File: config.mk
export PLATFORM = sky130hd
export DESIGN_NAME = muldiv_unit
export DESIGN_NICKNAME = d
export VERILOG_FILES = /design/src/rtl/muldiv_pkg.sv /design/src/rtl/muldiv_rst_sync.sv /design/src/rtl/muldiv_decode.sv /design/src/rtl/muldiv_mult.sv /design/src/rtl/muldiv_divider.sv /design/src/rtl/muldiv_unit.sv
export SDC_FILE = /design/constraint.sdc
export NUM_CORES = 2
export LEC_CHECK = 0
export BUFFER_PORTS_ARGS = -buffer_cell sky130_fd_sc_hd__buf_2
export CORE_MARGIN = 4
export CORE_UTILIZATION = 40
export CTS_CLUSTER_DIAMETER = 40
export DETAILED_ROUTE_END_ITERATION = 10
export HOLD_SLACK_MARGIN = 0.12
export PLACE_DENSITY = 0.63
export SKIP_CTS_REPAIR_TIMING = 1
export SYNTH_ARGS = -nofsm -noshare
export SYNTH_HDL_FRONTEND = slang
export SYNTH_HIERARCHICAL = 1
export SYNTH_SLANG_ARGS = --single-unit
File: constraint.sdc
create_clock -name clk -period 5.5 [get_ports clk]
set_clock_uncertainty 0.1 [all_clocks]
set_input_delay 0.55 -clock clk [delete_from_list [all_inputs] [get_ports clk]]
set_output_delay 0.55 -clock clk [all_outputs]
set_load 0.01 [all_outputs]
File: src/rtl/muldiv_pkg.sv
`timescale 1ns/1ps
package muldiv_pkg;

  localparam int unsigned OP_W = 4;

  typedef enum logic [OP_W-1:0] {
    OP_MUL_LO  = 4'd8,
    OP_MUL_HU  = 4'd10,
    OP_MUL_HS  = 4'd11,
    OP_QUO_U   = 4'd12,
    OP_QUO_S   = 4'd13,
    OP_REM_U   = 4'd14,
    OP_REM_S   = 4'd15
  } minor_op_e;

  typedef struct packed {
    logic illegal;
    logic is_mul;
    logic is_div;
    logic hi_word;
    logic sgn;
    logic want_rem;
  } op_ctl_t;

endpackage

File: src/rtl/muldiv_rst_sync.sv
`timescale 1ns/1ps
module muldiv_rst_sync #(
  parameter int unsigned STAGES = 2
) (
  input  logic clk,
  input  logic rst_n,
  output logic rst_n_sync
);
  logic [STAGES-1:0] sync_q;

  always_ff @(posedge clk or negedge rst_n) begin
    if (!rst_n) sync_q <= '0;
    else        sync_q <= {sync_q[STAGES-2:0], 1'b1};
  end

  assign rst_n_sync = sync_q[STAGES-1];
endmodule

File: src/rtl/muldiv_decode.sv
`timescale 1ns/1ps
module muldiv_decode
  import muldiv_pkg::*;
(
  input  logic [OP_W-1:0] op_i,
  output op_ctl_t         ctl_o
);
  always_comb begin
    ctl_o = '0;
    unique case (op_i)
      OP_MUL_LO: ctl_o.is_mul = 1'b1;
      OP_MUL_HU: begin ctl_o.is_mul = 1'b1; ctl_o.hi_word = 1'b1; end
      OP_MUL_HS: begin ctl_o.is_mul = 1'b1; ctl_o.hi_word = 1'b1; ctl_o.sgn = 1'b1; end
      OP_QUO_U:  ctl_o.is_div = 1'b1;
      OP_QUO_S:  begin ctl_o.is_div = 1'b1; ctl_o.sgn = 1'b1; end
      OP_REM_U:  begin ctl_o.is_div = 1'b1; ctl_o.want_rem = 1'b1; end
      OP_REM_S:  begin ctl_o.is_div = 1'b1; ctl_o.want_rem = 1'b1; ctl_o.sgn = 1'b1; end
      default:   ctl_o.illegal = 1'b1;
    endcase
  end
endmodule

File: src/rtl/muldiv_mult.sv
`timescale 1ns/1ps
module muldiv_mult #(
  parameter int unsigned W = 32
) (
  input  logic [W-1:0] a_i,
  input  logic [W-1:0] b_i,
  input  logic         hi_i,
  input  logic         sgn_i,
  output logic [W-1:0] y_o
);
  localparam int unsigned PW = 2*W + 2;

  logic signed [PW-1:0] ext_a, ext_b, prod;

  always_comb begin
    ext_a = {{(PW-W){sgn_i & a_i[W-1]}}, a_i};
    ext_b = {{(PW-W){sgn_i & b_i[W-1]}}, b_i};
    prod  = ext_a * ext_b;
    y_o   = hi_i ? prod[2*W-1:W] : prod[W-1:0];
  end
endmodule

File: src/rtl/muldiv_divider.sv
`timescale 1ns/1ps
module muldiv_divider #(
  parameter int unsigned W = 32
) (
  input  logic         clk,
  input  logic         rst_n,
  input  logic         launch_i,
  input  logic         sgn_i,
  input  logic         rem_i,
  input  logic [W-1:0] dvd_i,
  input  logic [W-1:0] dvs_i,
  output logic         busy_o,
  output logic         fin_o,
  output logic [W-1:0] res_o
);
  localparam int unsigned CW = $clog2(W + 1);
  localparam logic [CW-1:0] LAST_STEP = CW'(W - 1);
  localparam logic [W-1:0]  MOST_NEG = {1'b1, {(W-1){1'b0}}};

  typedef enum logic [1:0] {DV_IDLE, DV_RUN, DV_FIX} dv_state_e;

  dv_state_e      st_q, st_d;
  logic [CW-1:0]  cnt_q, cnt_d;
  logic [W-1:0]   quo_q, quo_d;
  logic [W-1:0]   rem_q, rem_d;
  logic [W-1:0]   dvs_q, dvs_d;
  logic           negq_q, negq_d;
  logic           negr_q, negr_d;
  logic           rsel_q, rsel_d;
  logic           data_en;

  logic [W:0]     shifted;
  logic [W+1:0]   trial;
  logic [W-1:0]   mag;
  logic           neg_out;

  always_comb begin
    st_d    = st_q;
    cnt_d   = cnt_q;
    quo_d   = quo_q;
    rem_d   = rem_q;
    dvs_d   = dvs_q;
    negq_d  = negq_q;
    negr_d  = negr_q;
    rsel_d  = rsel_q;
    data_en = 1'b0;
    shifted = {rem_q, quo_q[W-1]};
    trial   = {1'b0, shifted} - {2'b00, dvs_q};
    unique case (st_q)
      DV_IDLE: begin
        if (launch_i) begin
          data_en = 1'b1;
          quo_d   = (sgn_i && dvd_i[W-1]) ? (~dvd_i + 1'b1) : dvd_i;
          dvs_d   = (sgn_i && dvs_i[W-1]) ? (~dvs_i + 1'b1) : dvs_i;
          rem_d   = '0;
          cnt_d   = '0;
          negq_d  = sgn_i & (dvd_i[W-1] ^ dvs_i[W-1]);
          negr_d  = sgn_i & dvd_i[W-1];
          rsel_d  = rem_i;
          st_d    = DV_RUN;
        end
      end
      DV_RUN: begin
        data_en = 1'b1;
        if (!trial[W+1]) begin
          rem_d = trial[W-1:0];
          quo_d = {quo_q[W-2:0], 1'b1};
        end else begin
          rem_d = shifted[W-1:0];
          quo_d = {quo_q[W-2:0], 1'b0};
        end
        cnt_d = cnt_q + 1'b1;
        if (cnt_q == LAST_STEP) st_d = DV_FIX;
      end
      default: st_d = DV_IDLE;
    endcase
  end

  always_ff @(posedge clk or negedge rst_n) begin
    if (!rst_n) st_q <= DV_IDLE;
    else        st_q <= st_d;
  end

  always_ff @(posedge clk or negedge rst_n) begin
    if (!rst_n) begin
      cnt_q  <= '0;
      quo_q  <= '0;
      rem_q  <= '0;
      dvs_q  <= '0;
      negq_q <= 1'b0;
      negr_q <= 1'b0;
      rsel_q <= 1'b0;
    end else if (data_en) begin
      cnt_q  <= cnt_d;
      quo_q  <= quo_d;
      rem_q  <= rem_d;
      dvs_q  <= dvs_d;
      negq_q <= negq_d;
      negr_q <= negr_d;
      rsel_q <= rsel_d;
    end
  end

  always_comb begin
    mag     = rsel_q ? rem_q : quo_q;
    neg_out = rsel_q ? negr_q : negq_q;
    res_o   = neg_out ? (~mag + 1'b1) : mag;
  end

  assign busy_o = (st_q != DV_IDLE);
  assign fin_o  = (st_q == DV_FIX);


  launch_idle_chk: assert property (@(posedge clk) disable iff (!rst_n)
    launch_i |-> (st_q == DV_IDLE));


  fin_single_chk: assert property (@(posedge clk) disable iff (!rst_n)
    fin_o |=> !fin_o);


  step_bound_chk: assert property (@(posedge clk) disable iff (!rst_n)
    (st_q == DV_RUN) |-> (cnt_q <= LAST_STEP));


  min_ovf_chk: assert property (@(posedge clk) disable iff (!rst_n)
    (fin_o && negr_q && !negq_q && dvs_q == W'(1) && quo_q == MOST_NEG)
      |-> (res_o == (rsel_q ? '0 : MOST_NEG)));
endmodule

File: src/rtl/muldiv_unit.sv
`timescale 1ns/1ps
module muldiv_unit
  import muldiv_pkg::*;
#(
  parameter int unsigned W = 32
) (
  input  logic            clk,
  input  logic            rst_n,
  input  logic            start_i,
  input  logic [OP_W-1:0] minor_op_i,
  input  logic [W-1:0]    opnd_a_i,
  input  logic [W-1:0]    opnd_b_i,
  output logic [W-1:0]    result_o,
  output logic            done_o,
  output logic            div_zero_o,
  output logic            illegal_op_o
);
  logic         rst_n_s;
  op_ctl_t      ctl;
  logic [W-1:0] prod;
  logic [W-1:0] div_res;
  logic         div_busy, div_fin;
  logic         accept, zero_div, launch;

  logic [W-1:0] res_q, res_d;
  logic         res_en;
  logic         done_q, done_d;
  logic         dz_q, dz_d;
  logic         ill_q, ill_d;

  muldiv_rst_sync #(.STAGES(2)) u_rst (
    .clk(clk), .rst_n(rst_n), .rst_n_sync(rst_n_s)
  );

  muldiv_decode u_dec (.op_i(minor_op_i), .ctl_o(ctl));

  muldiv_mult #(.W(W)) u_mul (
    .a_i(opnd_a_i), .b_i(opnd_b_i), .hi_i(ctl.hi_word), .sgn_i(ctl.sgn), .y_o(prod)
  );

  assign accept   = start_i & ~div_busy;
  assign zero_div = ctl.is_div & (opnd_b_i == '0);
  assign launch   = accept & ctl.is_div & ~zero_div;

  muldiv_divider #(.W(W)) u_div (
    .clk(clk), .rst_n(rst_n_s), .launch_i(launch), .sgn_i(ctl.sgn),
    .rem_i(ctl.want_rem), .dvd_i(opnd_a_i), .dvs_i(opnd_b_i),
    .busy_o(div_busy), .fin_o(div_fin), .res_o(div_res)
  );

  always_comb begin
    res_d  = res_q;
    res_en = 1'b0;
    done_d = 1'b0;
    dz_d   = 1'b0;
    ill_d  = 1'b0;
    if (div_fin) begin
      res_d  = div_res;
      res_en = 1'b1;
      done_d = 1'b1;
    end else if (accept) begin
      if (ctl.illegal) begin
        done_d = 1'b1;
        ill_d  = 1'b1;
      end else if (zero_div) begin
        done_d = 1'b1;
        dz_d   = 1'b1;
      end else if (ctl.is_mul) begin
        res_d  = prod;
        res_en = 1'b1;
        done_d = 1'b1;
      end
    end
  end

  always_ff @(posedge clk or negedge rst_n_s) begin
    if (!rst_n_s) res_q <= '0;
    else if (res_en) res_q <= res_d;
  end

  always_ff @(posedge clk or negedge rst_n_s) begin
    if (!rst_n_s) begin
      done_q <= 1'b0;
      dz_q   <= 1'b0;
      ill_q  <= 1'b0;
    end else begin
      done_q <= done_d;
      dz_q   <= dz_d;
      ill_q  <= ill_d;
    end
  end

  assign result_o     = res_q;
  assign done_o       = done_q;
  assign div_zero_o   = dz_q;
  assign illegal_op_o = ill_q;


  dz_with_done_chk: assert property (@(posedge clk) disable iff (!rst_n_s)
    div_zero_o |-> done_o);


  ill_with_done_chk: assert property (@(posedge clk) disable iff (!rst_n_s)
    illegal_op_o |-> (done_o && !div_zero_o));


  exc_hold_chk: assert property (@(posedge clk) disable iff (!rst_n_s)
    (div_zero_o || illegal_op_o) |-> $stable(result_o));


  mul_lat_chk: assert property (@(posedge clk) disable iff (!rst_n_s)
    (start_i && !div_busy && ctl.is_mul) |=> (done_o && !div_zero_o && !illegal_op_o));


  dz_lat_chk: assert property (@(posedge clk) disable iff (!rst_n_s)
    (start_i && !div_busy && zero_div) |=> div_zero_o);
endmodule

# Word-level counts from Yosys, hierarchy flattened
# Cells that the tools add are included.
[word_totals] ff_bits=144 in_bits=71 elab_cells=109
[classes] reduce_logical=19 n_eq_ne=13 mul=1 add_sub_neg=5 bitwise=13 mux=45
[ops] op="32-bit two-way mux" n=13
[ops] op="32-bit case mux with 2 select lines" n=2
[ops] op="32-bit by 1-bit adder with 32-bit output (second input constant)" n=3
[ops] op="32-bit inverter" n=3
[ops] op="33-bit by 33-bit multiplier with 64-bit output" n=1
[ops] op="33-bit by 32-bit subtractor with 34-bit output" n=1
[ops] op="32-bit logical NOT" n=1
[ops] op="4-bit equality test (second input constant)" n=7
[ops] op="1-bit two-way mux" n=24
[ops] op="6-bit case mux with 2 select lines" n=1
[ops] op="2-bit nonzero test" n=5
[ops] op="1-bit AND" n=7
[ops] op="7-bit OR reduction" n=1
[ops] op="6-bit by 1-bit adder with 6-bit output (second input constant)" n=1
[ops] op="6-bit by 5-bit equality test with 1-bit output (second input constant)" n=1
[ops] op="6-bit two-way mux" n=1
[ops] op="3-bit AND reduction" n=2
[ops] op="3-bit OR reduction" n=2
[ops] op="5-bit AND reduction" n=1
[ops] op="2-bit two-way mux" n=2
[ops] op="2-bit inequality test (second input constant)" n=2
[ops] op="2-bit case mux with 2 select lines" n=1
[ops] op="2-bit OR reduction" n=2
[ops] op="4-bit OR reduction" n=1
[ops] op="other kinds (9)" n=11

# Depth between registers and ports, before layout
[depth] word_depth=11 ltp_mapped=34 mapped_depth_nobuf=32

# Cells and area by module
# Netlist, hierarchy kept.
[modules_own_cells] module="muldiv_mult" area_per_inst_um2=38446.9 instances=1 cells_per_inst=4272
[modules_own_cells] module="muldiv_divider" area_per_inst_um2=8725.9 instances=1 cells_per_inst=1055
[modules_own_cells] module="muldiv_unit" area_per_inst_um2=2269.7 instances=1 cells_per_inst=244
[modules_own_cells] module="muldiv_decode" area_per_inst_um2=57.6 instances=1 cells_per_inst=9
[modules_own_cells] module="muldiv_rst_sync" area_per_inst_um2=53.8 instances=1 cells_per_inst=3

# Worst setup path after synthesis
# No wires, ideal clock.
[synth_timing] kind="input -> register" from="input minor_op_i[1]" to="register res_q[27], in the netlist result_o[27]" setup_slack_ps=-3353 path_stages=31 arrival_ps=8616 cell_sequence="o211a_1 -> and2_1 -> clkbuf_1 -> nand2_1 -> inv_1 -> fa_1 -> inv_1 -> fa_1 -> inv_1 -> fa_1 -> fa_1 -> inv_1 -> fa_1 -> inv_1 -> fa_1 -> inv_1 -> fa_1 -> fa_1 -> inv_1 -> ha_1 -> nand3_1 -> or4_1 -> a31oi_1 -> o31ai_4 -> o21bai_2 -> a21oi_2 -> xnor2_1 -> mux2_2 -> nor2b_1 -> o311ai_1 -> o211ai_2"
[synth_between] elab_chain_cells=11 word_cells_on_any_way=35
[synth_lines] element="start, declared" line="muldiv_unit.sv:10" source="input logic [OP_W-1:0] minor_op_i,"
[synth_lines] element="4-bit equality test" line="muldiv_decode.sv:10" source="unique case (op_i)"
[synth_lines] element="3-bit OR reduction (no source line)"
[synth_lines] element="1-bit two-way mux" line="muldiv_decode.sv:10"
[synth_lines] element="1-bit AND, on equally long branches" line="muldiv_mult.sv:16, muldiv_mult.sv:17"
[synth_lines] element="33-bit by 33-bit multiplier with 64-bit output" line="muldiv_mult.sv:18" source="prod = ext_a * ext_b;"
[synth_lines] element="32-bit two-way mux *" line="muldiv_mult.sv:19" source="y_o = hi_i ? prod[2*W-1:W] : prod[W-1:0];"
[synth_lines] element="net prod[27]" line="muldiv_unit.sv:20" source="logic [W-1:0] prod;"
[synth_lines] element="32-bit two-way mux *" line="muldiv_unit.sv:68" source="end else if (ctl.is_mul) begin"
[synth_lines] element="32-bit two-way mux *" line="muldiv_unit.sv:65" source="end else if (zero_div) begin"
[synth_lines] element="32-bit two-way mux *" line="muldiv_unit.sv:62" source="if (ctl.illegal) begin"
[synth_lines] element="32-bit two-way mux *" line="muldiv_unit.sv:61" source="end else if (accept) begin"
[synth_lines] element="32-bit two-way mux *" line="muldiv_unit.sv:57" source="if (div_fin) begin"
[synth_lines] element="end signal, assigned" line="muldiv_unit.sv:78" source="else if (res_en) res_q <= res_d;"
[synth_lines] element="end, declared" line="muldiv_unit.sv:25" source="logic [W-1:0] res_q, res_d;"
# Mark *: on every way through the listed nets, which the timed path passes. The rest lies on a longest branch. The select of a mux whose other input is x is not followed.
# A chain may end at the register's enable or synchronous reset.

==> impl_metrics.json <==
{
  "die_height_um": 360.0,
  "synth_warnings": 6,
  "fillers": 11641,
  "worst-path-max-fanout": 4,
  "tightest_slew_ns": 0.9410,
  "overall_fraction_of_global_route_tracks_in_use": 0.2351,
  "final_layout_size_suffix_gt1_frac": 0.1636,
  "h-tree-depth": 4,
  "timing.critical_path.to_type": "flip-flop",
  "async_sr_flop_fraction": 1.000,
  "placement_rows": 128,
  "drc": 0,
  "postSynth.topFlopCell": "sky130_fd_sc_hd__dfrtp_1",
  "synth.area.top_cells": "sky130_fd_sc_hd__fa_1, sky130_fd_sc_hd__inv_1, sky130_fd_sc_hd__dfrtp_1, sky130_fd_sc_hd__nand2_1, sky130_fd_sc_hd__ha_1",
  "dpl-instance-area_um2": 56210,
  "worst_path_largest_cell_delay_ns": 0.63,
  "clock_tree_root_driver_cell": "sky130_fd_sc_hd__clkbuf_16",
  "critPathRequiredTime_ns": 5.69,
  "globalRouteOverflowTotal": 0,
  "antenna_violating_nets_post_route": 0,
  "min-delay-path-class": "reg -> reg",
  "drt-vias-per-instance": 5.195,
  "first_pass_grt_wire_length_um": 241900,
  "total_length_of_routed_wires_um": 152600,
  "cts_tree": "built",
  "floorplan.io_pins": 106,
  "cts_inserted_buffers": 17,
  "syn-cell-area_um2": 49550,
  "grt_antenna_before_repair": 12,
  "routed_wire_length_per_instance_um": 19.97,
  "synth_top_area_share": 0.4549,
  "setup.worst_path.start_class": "input pin",
  "timing.critical_path.mode_cell": "sky130_fd_sc_hd__fa_1",
  "final_net_count": 7436,
  "yosysTopAreaCell": "sky130_fd_sc_hd__fa_1",
  "finalInstanceArea_um2": 57660,
  "post-route-worst-setup-slack_ns": -2.684,
  "synth.avg_cell_area_um2": 8.876,
  "min_period_over_period": 1.488,
  "grt_max_degree": 65,
  "rsz0062_at_grt": "true",
  "mapped_nets": 7028,
  "fmax_ghz": 0.1222,
  "period_minus_slack_ns": 8.184,
  "result_of_the_run": "finished with violations",
  "timing_max_transition_violations_final": 0,
  "hold-worst-slack_ns": 0.2488,
  "port_buffers": 105,
  "setup_viol_count_final": 32,
  "coreArea_um2": 122400,
  "drtPass1Iterations": 5,
  "setup_tns_ns": -78.48,
  "crit_path_top_delay_cell": "sky130_fd_sc_hd__fa_2",
  "violations": "setup timing",
  "commonest_non_fill_non_tap_cells_in_the_layout": "sky130_fd_sc_hd__inv_1, sky130_fd_sc_hd__fa_1, sky130_fd_sc_hd__nand2_1",
  "clkLatencyLatePin_ns": 0.44,
  "ys_seq_area_frac": 0.07272,
  "dp_hpwl_um": 128800,
  "layout_commonest_cell": "sky130_fd_sc_hd__inv_1",
  "max-clock-path-buffers": 2,
  "gpl.final_weighted_congestion": 0.9309,
  "post_synth_inst_count": 5583,
  "timing.max_slew.rel_slack": 0.3628,
  "postSynthRegisterBits": 144,
  "route.vias.total": 39690,
  "grt_pass1_vias": 42691,
  "max_cap_viol_count": 0,
  "critPathKind": "in -> reg",
  "start_util": 0.4050,
  "worst_setup_hold_path_clk_slew_ns": 0.06,
  "clock-sinks": 144,
  "drc_marker_count_from_the_first_detailed_route_iteration": 2616,
  "synth-edff-count": 0,
  "endpoints_failing_hold": 0,
  "worst-endpoint-arrival_ns": 8.38,
  "chip_width_um": 360.0,
  "area.growth.synth_to_final_pct": 16.37,
  "netlist-cell-type-count": 94,
  "floorplan.die_area_um2": 129600
}
-- layout make-up --
cell class              instances  area (um^2)  share of cell area
flip-flops and latches        144         3608             0.06258
diodes                         11        27.53           0.0004774
clock inverters                12        178.9            0.003103
multi-input cells            3966        41290              0.7160
clock buffers                  20        456.7            0.007920
inverters                    1157         4353             0.07549
well taps                    1625         2033             0.03526
repair buffers                705         5718             0.09916
-- per-stage QoR --
stage | setup slack, ns | instances | utilization
4_1_cts | -2.854 | 7612 | 0.4646
2_1_floorplan | -2.828 | 5583 | -
3_5_place_dp | -3.304 | 7580 | 0.4594
6_report | -2.684 | 7640 | 0.4713
3_3_place_gp | -3.268 | 7580 | 0.4594
5_1_grt | -2.858 | 7631 | 0.4711
-- kinds of logic (layout without fill, tap and decap cells) --
kind of cell | after synthesis | count (layout) | share of synthesized area
buffers and inverters | 1473 | 1894 | 0.1140
flip-flops | 144 | 144 | 0.07272
AND/OR/NAND/NOR | 1711 | 1711 | 0.1662
other | 1 | 12 | 0.00007568
multiplexers | 65 | 65 | 0.01338
AO/OA/AOI/OAI | 633 | 633 | 0.08400
XOR/XNOR | 182 | 182 | 0.03217
adder cells (fa/ha/maj) | 1374 | 1374 | 0.5175
-- cell usage after synthesis, drive strengths merged (5+ instances only) --
master and count:
buf 34, or3 15, nor4 21, nand3 38, o41ai 5, xnor2 119
mux2i 55, nand4 17, ha 248, a22oi 29, and2 370, a31oi 25
dfrtp 144, nor2 155, o21a 20, nor3 44, o211ai 44, clkbuf 282
inv 1157, o31ai 23, a21o 47, nor2b 42, fa 1126, o21ai 175
nand2b 55, a32oi 10, mux2 10, a211oi 15, a21oi 149, o311ai 34
or2 13, or4 6, xor2 63, nand3b 5, and3 33, nor3b 9
nand2 882, o21bai 13
-- worst max-delay path, delay by kind of cell --
kind | cells | cell delay (ns)
fa+ha+maj | 9 | 4.56
buf+inv | 10 | 0.79
mux | 1 | 0.25
xor+xnor | 1 | 0.12
simple gates | 5 | 0.97
compound gates | 7 | 1.11
-- worst paths after layout --
| kind | depth (start not counted) | to | slack (ns) | from |
|---|---|---|---|---|
| worst max register to register | 10 | result_o[30] | 2.08 | u_div/rsel_q |
| worst max-delay path | 33 | result_o[27] | -2.68 | minor_op_i[2] |
| max in group asynchronous | 1 | u_div/rem_q[31] | 3.72 | u_rst/sync_q[1] |
| min in group asynchronous | 0 | result_o[8] | 0.26 | u_rst/sync_q[1] |
| worst min-delay path | 0 | u_rst/sync_q[1] | 0.25 | u_rst/sync_q[0] |
| worst min register to register | 0 | u_rst/sync_q[1] | 0.25 | u_rst/sync_q[0] |
-- registers in the layout, indices dropped and copies added (netlist names), 2 cells and up --
signal	flops
result_o	32
u_div/dvs_q	32
u_div/quo_q	32
u_div/rem_q	32
u_div/cnt_q	6
u_div/st_q	2
u_rst/sync_q	2
-- layer usage --
metal,up-vias,wire [um],track usage
met2,1207,73780,0.3964
li1,17693,-,-
met5,-,49,0
met3,263,8338,0.02861
met1,20519,64060,0.3125
met4,8,6368,0.08558
Power is left out: the tool's default activity adds up to more than one toggle a clock period on the data nets, which glitch-free logic cannot reach.
